File: src/rtl/desc_loader_pkg.sv
// Shared definitions for the descriptor loader.
package desc_loader_pkg;

    // Load phase: two length bytes, then payload streaming.
    typedef enum logic [1:0] {
        PH_LEN_LO = 2'd0,
        PH_LEN_HI = 2'd1,
        PH_STREAM = 2'd2
    } load_phase_t;

endpackage

File: src/rtl/dl_len_fsm.sv
// Phase sequencer and length register.
// Takes accepted bytes. The first byte is the length low byte, the second is
// the length high byte, and the rest are payload until last_payload is seen.
// Assumes take is already qualified by the access-register address.
module dl_len_fsm
    import desc_loader_pkg::*;
#(
    parameter int DATA_W = 8,
    parameter int DEPTH  = 500,
    localparam int LEN_W = 2 * DATA_W
) (
    input  logic              clk,
    input  logic              rst_n,
    input  logic              take,
    input  logic [DATA_W-1:0] data,
    input  logic              last_payload,
    output load_phase_t       phase,
    output logic [LEN_W-1:0]  len_q,
    output logic              start,
    output logic              zero_len,
    output logic              overlong
);

    logic [DATA_W-1:0] lo_q;
    logic [LEN_W-1:0]  len_next;
    logic              hi_take;

    // Assemble the candidate length from the stored low byte and the incoming high byte.
    always_comb begin
        len_next = {data, lo_q};
        hi_take  = take && (phase == PH_LEN_HI);
        start    = hi_take && (len_next != '0);
        zero_len = hi_take && (len_next == '0);
        overlong = hi_take && (len_next > LEN_W'(DEPTH));
    end

    // Advance the phase and capture the length bytes.
    always_ff @(posedge clk) begin
        if (!rst_n) begin
            phase <= PH_LEN_LO;
            lo_q  <= '0;
            len_q <= '0;
        end else if (take) begin
            unique case (phase)
                PH_LEN_LO: begin
                    lo_q  <= data;
                    phase <= PH_LEN_HI;
                end
                PH_LEN_HI: begin
                    len_q <= len_next;
                    phase <= (len_next == '0) ? PH_LEN_LO : PH_STREAM;
                end
                PH_STREAM: begin
                    if (last_payload) phase <= PH_LEN_LO;
                end
                default: phase <= PH_LEN_LO;
            endcase
        end
    end

endmodule

File: src/rtl/dl_byte_ctr.sv
// Payload byte counter.
// Counts the payload bytes of the current load. It reports whether the byte
// now arriving is the last one, and whether its index still fits in memory.
// Assumes clear and advance are never high together.
module dl_byte_ctr #(
    parameter int LEN_W  = 16,
    parameter int DEPTH  = 500,
    parameter int ADDR_W = 9
) (
    input  logic              clk,
    input  logic              rst_n,
    input  logic              clear,
    input  logic              advance,
    input  logic [LEN_W-1:0]  len,
    output logic              last,
    output logic              in_range,
    output logic [ADDR_W-1:0] addr
);

    logic [LEN_W-1:0] cnt_q;
    logic [LEN_W:0]   cnt_inc;

    // Decode the last-byte and address-fit conditions from the current count.
    always_comb begin
        cnt_inc  = {1'b0, cnt_q} + 1'b1;
        last     = (cnt_inc == {1'b0, len});
        in_range = (cnt_q < LEN_W'(DEPTH));
        addr     = cnt_q[ADDR_W-1:0];
    end

    // Hold the running count of payload bytes.
    always_ff @(posedge clk) begin
        if (!rst_n)       cnt_q <= '0;
        else if (clear)   cnt_q <= '0;
        else if (advance) cnt_q <= cnt_q + 1'b1;
    end

endmodule

File: src/rtl/dl_wr_port.sv
// Registered descriptor RAM write port.
// Turns a write request into a one-cycle strobe, with the address and data
// registered alongside it. Address and data hold their values between writes.
module dl_wr_port #(
    parameter int ADDR_W = 9,
    parameter int DATA_W = 8
) (
    input  logic              clk,
    input  logic              rst_n,
    input  logic              fire,
    input  logic [ADDR_W-1:0] addr,
    input  logic [DATA_W-1:0] data,
    output logic              we_q,
    output logic [ADDR_W-1:0] addr_q,
    output logic [DATA_W-1:0] data_q
);

    // Register the strobe, address and data of each accepted write.
    always_ff @(posedge clk) begin
        if (!rst_n) begin
            we_q   <= 1'b0;
            addr_q <= '0;
            data_q <= '0;
        end else begin
            we_q <= fire;
            if (fire) begin
                addr_q <= addr;
                data_q <= data;
            end
        end
    end

endmodule

File: src/rtl/desc_loader.sv
// Descriptor memory loader (top).
// Filters completed register bytes down to those for the access register.
// It reads a little-endian length from the first two bytes, then streams the
// payload into the descriptor RAM until the length is reached.
// Assumes byte_vld is high for one cycle per completed register byte.
module desc_loader
    import desc_loader_pkg::*;
#(
    parameter int          DEPTH      = 500,
    parameter int          DATA_W     = 8,
    parameter int          REG_W      = 6,
    parameter logic [5:0]  ACCESS_REG = 6'h30,
    localparam int         ADDR_W     = $clog2(DEPTH),
    localparam int         LEN_W      = 2 * DATA_W
) (
    input  logic              clk,
    input  logic              rst_n,
    input  logic              byte_vld,
    input  logic [REG_W-1:0]  byte_reg,
    input  logic [DATA_W-1:0] byte_data,
    output logic              ram_we,
    output logic [ADDR_W-1:0] ram_addr,
    output logic [DATA_W-1:0] ram_wdata,
    output logic              load_done,
    output logic              loading,
    output logic              len_err
);

    load_phase_t       phase;
    logic [LEN_W-1:0]  len_q;
    logic              take;
    logic              start;
    logic              zero_len;
    logic              overlong;
    logic              last;
    logic              in_range;
    logic              advance;
    logic              fire;
    logic [ADDR_W-1:0] wr_addr;
    logic              done_d;

    // Accept only bytes addressed to the descriptor-access register.
    always_comb begin
        take    = byte_vld && (byte_reg == REG_W'(ACCESS_REG));
        advance = take && (phase == PH_STREAM);
        fire    = advance && in_range;
        done_d  = zero_len || (advance && last);
        loading = (phase == PH_STREAM);
    end

    dl_len_fsm #(
        .DATA_W (DATA_W),
        .DEPTH  (DEPTH)
    ) u_len_fsm (
        .clk          (clk),
        .rst_n        (rst_n),
        .take         (take),
        .data         (byte_data),
        .last_payload (last),
        .phase        (phase),
        .len_q        (len_q),
        .start        (start),
        .zero_len     (zero_len),
        .overlong     (overlong)
    );

    dl_byte_ctr #(
        .LEN_W  (LEN_W),
        .DEPTH  (DEPTH),
        .ADDR_W (ADDR_W)
    ) u_byte_ctr (
        .clk      (clk),
        .rst_n    (rst_n),
        .clear    (start),
        .advance  (advance),
        .len      (len_q),
        .last     (last),
        .in_range (in_range),
        .addr     (wr_addr)
    );

    dl_wr_port #(
        .ADDR_W (ADDR_W),
        .DATA_W (DATA_W)
    ) u_wr_port (
        .clk    (clk),
        .rst_n  (rst_n),
        .fire   (fire),
        .addr   (wr_addr),
        .data   (byte_data),
        .we_q   (ram_we),
        .addr_q (ram_addr),
        .data_q (ram_wdata)
    );

    // Register the completion pulse, aligned with the final write.
    always_ff @(posedge clk) begin
        if (!rst_n) load_done <= 1'b0;
        else        load_done <= done_d;
    end

    // Hold the overlong-length flag until reset.
    always_ff @(posedge clk) begin
        if (!rst_n)        len_err <= 1'b0;
        else if (overlong) len_err <= 1'b1;
    end

endmodule

File: config.mk
export PLATFORM = sky130hd
export DESIGN_NAME = desc_loader
export DESIGN_NICKNAME = d
export VERILOG_FILES = /design/src/rtl/desc_loader_pkg.sv /design/src/rtl/dl_len_fsm.sv /design/src/rtl/dl_byte_ctr.sv /design/src/rtl/dl_wr_port.sv /design/src/rtl/desc_loader.sv
export SDC_FILE = /design/constraint.sdc
export NUM_CORES = 1
export LEC_CHECK = 0
export BUFFER_PORTS_ARGS = -buffer_cell sky130_fd_sc_hd__buf_4
export CAP_MARGIN = 20
export CORE_AREA = 2 2 75 77
export DETAILED_ROUTE_END_ITERATION = 6
export DIE_AREA = 0 0 77 79
export PLACE_DENSITY = 0.87
export SLEW_MARGIN = 20
export SYNTH_ARGS = -nofsm -noshare
export SYNTH_HDL_FRONTEND = slang
export SYNTH_SLANG_ARGS = --single-unit
File: constraint.sdc
create_clock -name clk -period 3.2 [get_ports clk]
set_input_delay 0.64 -clock clk [delete_from_list [all_inputs] [get_ports clk]]
set_output_delay 0.64 -clock clk [all_outputs]
set_load 0.005 [all_outputs]
==> results of run 1 <==
==> routing by layer <==
layer  GRT usage, %  share of wire [%]  up-vias
met3           6.70                5.5       13
met5              0                  0        -
met2           40.5                 48       75
met1           28.6                 44     1243
met4           9.64                2.1        0
li1               -                  -     1329
==> final timing paths <==
kind	slack (ps)	cells after the start	start	endpoint
worst min-delay path	450	2	u_wr_port.addr_q[5]	u_wr_port.addr_q[5]
worst min register to register	450	2	u_wr_port.addr_q[5]	u_wr_port.addr_q[5]
worst max-delay path	730	6	u_byte_ctr.cnt_q[0]	load_done
worst max register to register	730	6	u_byte_ctr.cnt_q[0]	load_done
==> registers in the layout, summed over array words and instances (netlist names) <==
register,flops
len_err,1
u_wr_port.we_q,1
u_len_fsm.lo_q,8
u_len_fsm.phase,2
u_len_fsm.len_q,16
load_done,1
u_byte_ctr.cnt_q,16
u_wr_port.data_q,8
u_wr_port.addr_q,9
==> power breakdown <==
part / internal (mW) / switching, mW
clock network: 0.364 / 0.321
logic: 0.0158 / 0.0232
registers: 0.772 / 0.000557
total: 1.15 / 0.344
==> stage by stage <==
stage,worst slack [ps],util (%),total power [mW]
finish,727,64.5,1.50
global route,587,64.5,1.55
CTS,723,64.4,1.51
detailed placement,621,60.7,0.828
global placement,696,60.7,0.827
floorplan,942,-,0.804
==> area by class of cell <==
| type | count | area (um^2) |
|---|---|---|
| fillers | 465 | 1900 |
| multi-input cells | 280 | 1590 |
| flip-flops and latches | 62 | 1240 |
| repair buffers | 41 | 308 |
| clock buffers | 10 | 128 |
| well taps | 72 | 90.1 |
| clock inverters | 6 | 71.3 |
| inverters | 3 | 11.3 |
==> synth_stat cells, types with 8 or more instances <==
cell type / number
nor2_1: 38
clkbuf_1: 18
xor2_1: 8
nand3_1: 10
dfxtp_1: 62
xnor2_1: 23
nor3_1: 9
mux2i_1: 12
nand4_1: 8
o21ai_0: 8
a21oi_1: 37
nand2_1: 74
==> worst max-delay path: stages, from the launching register on <==
cell and delay [ps]:
dfxtp_1 480, ha_1 300, nand3_1 190, or4_1 560
a2111oi_2 410, nand4_1 200, o31ai_2 250
==> kinds of logic (layout without fill, tap and decap cells) <==
family / after synthesis / after routing / share of synthesized area [%]
buffers and inverters: 28 / 60 / 3.99
DFF: 62 / 62 / 42.1
xor gates and xnor gates: 31 / 31 / 9.21
adders and majority gates: 1 / 1 / 0.424
muxes: 12 / 12 / 4.07
and+or+nand+nor: 173 / 173 / 27.5
AOI/OAI and AO/OA: 63 / 63 / 12.7
==> results.py, run 1 <==
metrics = {
    "cts": {
        "htree_num_levels": 3,
        "root_buffer": "clkbuf_8",
        "cts_buffer_depth": 2,
        "clk_pin_slew_ps": 70,
        "clk_latency_ps": 350,
        "postCtsSetupBuffers": 0,
        "cts_inserted_buffers": 9,
        "cts_hold_buffers": 0,
        "cts_tree": "done",
        "cts_sinks": 62,
        "cts_resized": 0,
    },
    "floorplanning": {
        "ios": 38,
        "die-width_um": 77,
        "start_util_pct": 55.2,
        "chipHeight_um": 79,
        "rows": 27,
        "core-area_mm2": 0.00534,
        "die_area_mm2": 0.00608,
    },
    "global_route": {
        "grt_usage_pct": 23.8,
        "gr-total-overflow": 0,
        "grt_pass1_vias": 2459,
        "antenna_found_initial": 0,
        "grt_max_degree": 46,
        "grt_first_pass_wirelength_um": 11300,
    },
    "run": {
        "drv_cap": 0,
    },
    "placed_design": {
        "post_dp_cell_area_mm2": 0.00324,
        "portBuffers": 37,
        "gp_congestion": 0.873,
        "dp_hpwl_um": 4950,
        "dp_cells": 458,
    },
    "synth": {
        "yosysWarnings": 0,
        "syn_inst": 370,
        "async_flop_share_pct": 0,
        "synth_ff_type": "dfxtp_1",
        "mappedNetlistNets": 388,
        "ys_top_cells_by_area": "dfxtp_1 42%, nand2_1 9.4%, xnor2_1 6.8%",
        "synth_cell_types": 46,
        "synth_edf_count": 0,
        "synth_top_area_share_pct": 42.1,
        "synth.avg_cell_area_um2": 7.97,
        "synth_area_mm2": 0.00295,
        "synth.yosys.seq_area_share_pct": 42.1,
        "ys_seq_elements": 62,
        "synth_top_area_cell": "dfxtp_1",
    },
    "final_layout": {
        "drive_gt1_share_pct": 15.7,
        "areaGrowthSynthToFinish_pct": 16.8,
        "nets": 415,
        "final_cell_mix": "74 x nand2_1, 62 x dfxtp_1, 41 x buf_4, 38 x nor2_1, 37 x a21oi_1",
        "final_common_cell": "nand2_1",
        "antenna_cells": 0,
        "finalNonFillerCells": 474,
        "final_area_mm2": 0.00344,
    },
    "sta": {
        "worst_slew_pin_slew_ps": 740,
        "rsz0062_at_grt": "no",
        "hold_viol": 0,
        "drv_slew": 0,
        "slew_headroom_pct": 50.6,
        "min_period_ps": 2470,
        "finalCritPeriodShare_pct": 77.3,
        "fin_skew_ps": 13.2,
        "fmax_mhz": 404,
        "setup_viol": 0,
        "holdWs_ps": 449,
        "setup_tns_ps": 0,
    },
    "power_and_ir_drop": {
        "p_leak_nw": 1.28,
        "power_density_mw_per_mm2": 435,
        "ir_worst_vdd_v": 0.000396,
    },
    "drt": {
        "viasPerCell": 5.61,
        "drt_iter0_markers": 155,
        "post_drt_wl_per_cell_um": 14.4,
        "vias": 2660,
        "drtPass1Iterations": 4,
        "ant_nets": 0,
        "drc": 0,
        "wirelength_um": 6840,
    },
    "worst_hold_path": {
        "hp-class": "reg2reg",
    },
    "worst_setup_path": {
        "endpoint_kind": "flip-flop",
        "cp.arrival_ps": 2720,
        "crit_path_max_fanout": 7,
        "cp.required_ps": 3450,
        "setup.worst_path.class": "reg2reg",
        "critPathLaunchType": "flip-flop",
    },
    "run_status": {
        "outcome": "finished clean",
    },
}
Power figures use the tool's default switching activity.
==> inputs of run 2 (changes only) <==
clock period = 2.5 ns   (was 3.2 ns; I/O delays follow)
==> run 2 against run 1 <==
Utilization is 2.4 points higher. Critical path type unchanged. Highest routed layer unchanged. Total power is 42% higher. Hold slack worse by 25 ps. Non-clock buffer count is 11 higher. Clock skew is 2.7 ps lower. Combinational power is 34% higher. Wire length is 7.1% higher. Critical endpoint is now u_len_fsm.phase[1]. Final area is 3.7% higher.
==> results.py, run 2 (same netlist as run 1, synthesis figures left out) <==
metrics = {
    "final_layout": {
        "regArea_mm2": 0.00124,
        "antenna_cells": 0,
        "top_regs": "u_byte_ctr.cnt_q (16), u_len_fsm.len_q (16), u_wr_port.addr_q (9)",
        "final_cell_mix": "74 x nand2_1, 62 x dfxtp_1, 52 x buf_4, 38 x nor2_1, 37 x a21oi_1",
        "areaGrowthSynthToFinish_pct": 21.1,
        "nets": 426,
        "final_common_cell": "nand2_1",
        "multi_input_area_mm2": 0.00159,
        "final_area_mm2": 0.00357,
        "finalNonFillerCells": 485,
        "drive_gt1_share_pct": 17.9,
        "post-route-util_pct": 66.9,
        "fillers": 458,
    },
    "worst_setup_path": {
        "endpoint_kind": "flip-flop",
        "cp-startpoint": "u_byte_ctr.cnt_q[3]",
        "cp.required_ps": 2740,
        "reg2reg_from": "u_byte_ctr.cnt_q[3]",
        "setup.worst_path.class": "reg2reg",
        "crit_path_max_fanout": 10,
        "cp.arrival_ps": 2570,
        "critPathLaunchType": "flip-flop",
        "reg2reg_depth": 6,
        "reg2reg_setup_slack_ps": 170,
        "worstSetupEndpoint": "u_len_fsm.phase[1]",
        "r2r-end": "u_len_fsm.phase[1]",
    },
    "sta": {
        "min_period_ps": 2330,
        "rsz0062_at_grt": "no",
        "holdWs_ps": 424,
        "fin_skew_ps": 10.5,
        "hold_viol": 0,
        "worst_slew_pin_slew_ps": 730,
        "setup_ws_ps": 170,
        "drv_slew": 0,
        "slew_headroom_pct": 51.3,
        "finalCritPeriodShare_pct": 93.2,
        "fmax_mhz": 429,
        "setup_tns_ps": 0,
        "setup_viol": 0,
    },
    "placed_design": {
        "portBuffers": 37,
        "dp_cells": 469,
        "dp_slack_ps": 217,
        "gp_congestion": 0.876,
        "dp_hpwl_um": 5240,
        "post_dp_cell_area_mm2": 0.00332,
    },
    "drt": {
        "post_drt_wl_per_cell_um": 15.1,
        "ant_nets": 0,
        "wirelength_um": 7320,
        "viasPerCell": 5.62,
        "drc": 0,
        "drtPass1Iterations": 5,
        "drt_iter0_markers": 215,
        "vias": 2725,
    },
    "cts": {
        "clk_pin_slew_ps": 70,
        "cts_inserted_buffers": 9,
        "postCtsSetupBuffers": 0,
        "clk_latency_ps": 350,
        "cts_buffer_depth": 2,
        "cts_tree": "done",
        "htree_num_levels": 3,
        "cts_hold_buffers": 0,
        "cts_resized": 0,
        "root_buffer": "clkbuf_8",
        "cts_sinks": 62,
    },
    "floorplanning": {
        "core-area_mm2": 0.00534,
        "ios": 38,
        "start_util_pct": 55.2,
        "die-width_um": 77,
        "chipHeight_um": 79,
        "rows": 27,
        "die_area_mm2": 0.00608,
    },
    "global_route": {
        "gr-total-overflow": 0,
        "antenna_found_initial": 0,
        "grt_usage_pct": 24.9,
        "grt_first_pass_wirelength_um": 11900,
        "grt_pass1_vias": 2525,
        "grt_max_degree": 46,
    },
    "power_and_ir_drop": {
        "power_density_mw_per_mm2": 597,
        "ir_worst_vdd_v": 0.000552,
        "p_leak_nw": 1.37,
        "power.total_mw": 2.13,
    },
    "run_status": {
        "outcome": "finished clean",
    },
    "worst_hold_path": {
        "hp-class": "in2reg",
    },
    "run": {
        "drv_cap": 0,
    },
}
## run 2: cell count changes in the layout (fill, tap and decap cells not counted), sizes merged
cell | before | now
inv | 4 | 3
buf | 41 | 52
bufinv | 1 | 3
clkinvlp | 2 | 0
clkinv | 2 | 3
## run 2: power breakdown
group	internal, mW	switching, mW	leakage [nW]	total (mW)
Clock	0.687	0.402	0.126	1.09
Sequential	0.988	0.000770	0.499	0.989
Combinational	0.0211	0.0311	0.746	0.0522
Total	1.70	0.433	1.37	2.13
## run 2: metal layers
layer	GRT usage (%)	vias up	wire, um
met5	0	-	0
met4	8.39	0	140
li1	-	1352	-
met2	42.9	87	3650
met1	31.0	1271	3130
met3	5.68	15	403
## run 2: area by class of cell
type | instances | area share (%)
Multi-Input combinational cell | 280 | 44.5
Inverter | 3 | 0.316
Clock inverter | 6 | 3.05
Timing Repair Buffer | 52 | 10.9
Clock buffer | 10 | 3.86
Tap cell | 72 | 2.52
Sequential cell | 62 | 34.8
## run 2: worst min-delay path by stage
stage | start | endpoint | slack (ps) | cells after the start
finish | byte_data[6] | u_len_fsm.len_q[14] | 420 | 3
CTS | byte_data[6] | u_len_fsm.len_q[14] | 420 | 3
global placement | u_wr_port.addr_q[8] | u_wr_port.addr_q[8] | 440 | 2
floorplan | u_len_fsm.len_q[7] | u_len_fsm.len_q[7] | 440 | 2
global route | byte_data[6] | u_len_fsm.lo_q[6] | 440 | 3
detailed placement | u_wr_port.data_q[2] | u_wr_port.data_q[2] | 450 | 2
## run 2: critical path: stages, from the launching register on
cell and delay, ps:
dfxtp_1 530, and4_1 370, xnor2_1 90, or4_1 420
a2111oi_2 400, nand4_1 190, a22o_1 230
==> inputs of run 3 (changes only) <==
CORE_AREA = 2 2 117 119   (was 2 2 75 77)
DIE_AREA = 0 0 119 121   (was 0 0 77 79)
PLACE_DENSITY = 0.47   (was 0.87)
==> run 3 against run 2 <==
Register-to-register slack hardly changed. First-iteration DRC count shrank 45%. Critical path depth is the same. Utilization shrank 38 points. Clock skew decreased by 3.7 ps. Die area is 140% higher. Hold slack improved by 22 ps. Critical endpoint unchanged.
==> results.py, run 3 (same netlist as run 1, synthesis figures left out) <==
metrics = {
    "run_status": {
        "outcome": "finished clean",
    },
    "worst_setup_path": {
        "crit_slowest_cell": "dfxtp_1",
        "setup.worst_path.class": "reg2reg",
        "cp.required_ps": 2720,
        "cp.depth": 6,
        "slowest_delay_ps": 510,
        "path_delay_family": "simple AND/OR/NAND/NOR gates",
        "path_buf_inv": 0,
        "reg2reg_depth": 6,
        "endpoint_kind": "flip-flop",
        "cp.arrival_ps": 2540,
        "cp_cell_sequence": "and4_1 -> xnor2_1 -> or4_1 -> a2111oi_2 -> nand4_1 -> a22o_1",
        "crit_path_max_fanout": 11,
        "critPathLaunchType": "flip-flop",
    },
    "final_layout": {
        "antenna_cells": 0,
        "final_common_cell": "nand2_1",
        "final_area_mm2": 0.00377,
        "nets": 425,
        "top_regs": "u_byte_ctr.cnt_q (16), u_len_fsm.len_q (16), u_wr_port.addr_q (9)",
        "final_cell_mix": "74 x nand2_1, 61 x dfxtp_1, 51 x buf_4, 38 x nor2_1, 37 x a21oi_1",
        "drive_gt1_share_pct": 18.2,
        "areaGrowthSynthToFinish_pct": 27.8,
    },
    "sta": {
        "drv_slew": 0,
        "worst_slew_pin_slew_ps": 660,
        "slew_headroom_pct": 56.0,
        "rsz0062_at_grt": "no",
        "fmax_mhz": 431,
        "setup_viol": 0,
        "fin_skew_ps": 6.89,
        "finalCritPeriodShare_pct": 92.8,
        "min_period_ps": 2320,
        "setup_tns_ps": 0,
        "hold_viol": 0,
    },
    "floorplanning": {
        "rows": 42,
        "core-area_mm2": 0.0131,
        "die-width_um": 119,
        "ios": 38,
        "start_util_pct": 22.5,
        "die_area_mm2": 0.0144,
        "chipHeight_um": 121,
    },
    "cts": {
        "cts_inserted_buffers": 9,
        "clk_latency_ps": 330,
        "htree_num_levels": 3,
        "root_buffer": "clkbuf_16",
        "clk_pin_slew_ps": 60,
        "cts_buffer_depth": 2,
        "cts_sinks": 62,
        "cts_tree": "done",
    },
    "drt": {
        "drc": 0,
        "viasPerCell": 4.45,
        "ant_nets": 0,
        "drtPass1Iterations": 4,
        "vias": 2614,
        "wirelength_um": 7940,
        "drt_iter0_markers": 118,
        "post_drt_wl_per_cell_um": 13.5,
    },
    "power_and_ir_drop": {
        "p_leak_nw": 1.39,
        "combPwrFrac_pct": 2.3,
        "swShare_pct": 20.6,
        "clockPowerShare_pct": 55.5,
        "power.total_mw": 2.35,
        "power_density_mw_per_mm2": 623,
        "intPower_mw": 1.87,
        "ir_worst_vdd_v": 0.000294,
        "p_sw_mw": 0.483,
        "seqPwrFrac_pct": 42.1,
    },
    "global_route": {
        "gr-total-overflow": 0,
        "grt_usage_pct": 11.5,
        "grt_max_degree": 29,
        "grt_first_pass_wirelength_um": 13200,
        "grt_pass1_vias": 2555,
        "antenna_found_initial": 0,
    },
    "placed_design": {
        "post_dp_cell_area_mm2": 0.00343,
        "gp_congestion": 0.770,
        "portBuffers": 37,
        "dp_hpwl_um": 5970,
    },
    "worst_hold_path": {
        "hold_depth": 3,
        "hp-class": "in2reg",
    },
    "run": {
        "drv_cap": 0,
    },
}
[run 3: metrics by stage]
stage,instances,util (%),hold slack [ps],setup slack (ps)
finish,588,28.8,446,180
global route,588,28.8,445,52.9
CTS,586,28.7,436,61.3
detailed placement,570,26.2,444,94.3
global placement,570,26.2,443,82.5
floorplan,370,-,441,253
[run 3: layout make-up]
class	count	area, um^2
sequential	62	1240
timing repair buffer	51	383
fill	1412	9320
clock buffer	12	267
tap	176	220
inverter	3	11.3
multi-input combinational	280	1590
clock inverter	4	53.8
[run 3: repair_timing]
item	CTS	global route
setup buffers	0	2
endpoints found under the setup margin	0	19
hold buffers	0	0
gates resized for setup	0	2
[run 3: final timing paths]
check                                    startpoint                   to  slack, ps
worst max-delay path            u_byte_ctr.cnt_q[2]   u_len_fsm.phase[1]        180
worst min-delay path                   byte_data[5]    u_len_fsm.lo_q[5]        450
worst max register to register  u_byte_ctr.cnt_q[2]   u_len_fsm.phase[1]        180
worst min register to register  u_wr_port.addr_q[7]  u_wr_port.addr_q[7]        450
[run 3: tightest hold or removal path: cells and delay by family]
kind	cells	cell delay (ps)
buffers and inverters	1	100
AND/OR/NAND/NOR	1	70
multiplexers	1	60
[run 3: per-layer routing]
metal / part of all wire (%) / GRT usage [%] / vias up
li1: - / - / 1347
met1: 48 / 14.9 / 1211
met2: 46 / 18.1 / 46
met3: 3.5 / 3.20 / 10
met4: 1.9 / 4.84 / 0
met5: 0 / 0 / -
[run 3: power groups by stage]
stage | Clock, mW | Combinational (mW) | Sequential, mW
global placement | 0 | 0.0562 | 1.01
detailed placement | 0 | 0.0558 | 1.01
floorplan | 0 | 0.0184 | 1.01
CTS | 1.34 | 0.0561 | 0.990
global route | 1.37 | 0.0599 | 0.989
finish | 1.30 | 0.0551 | 0.990
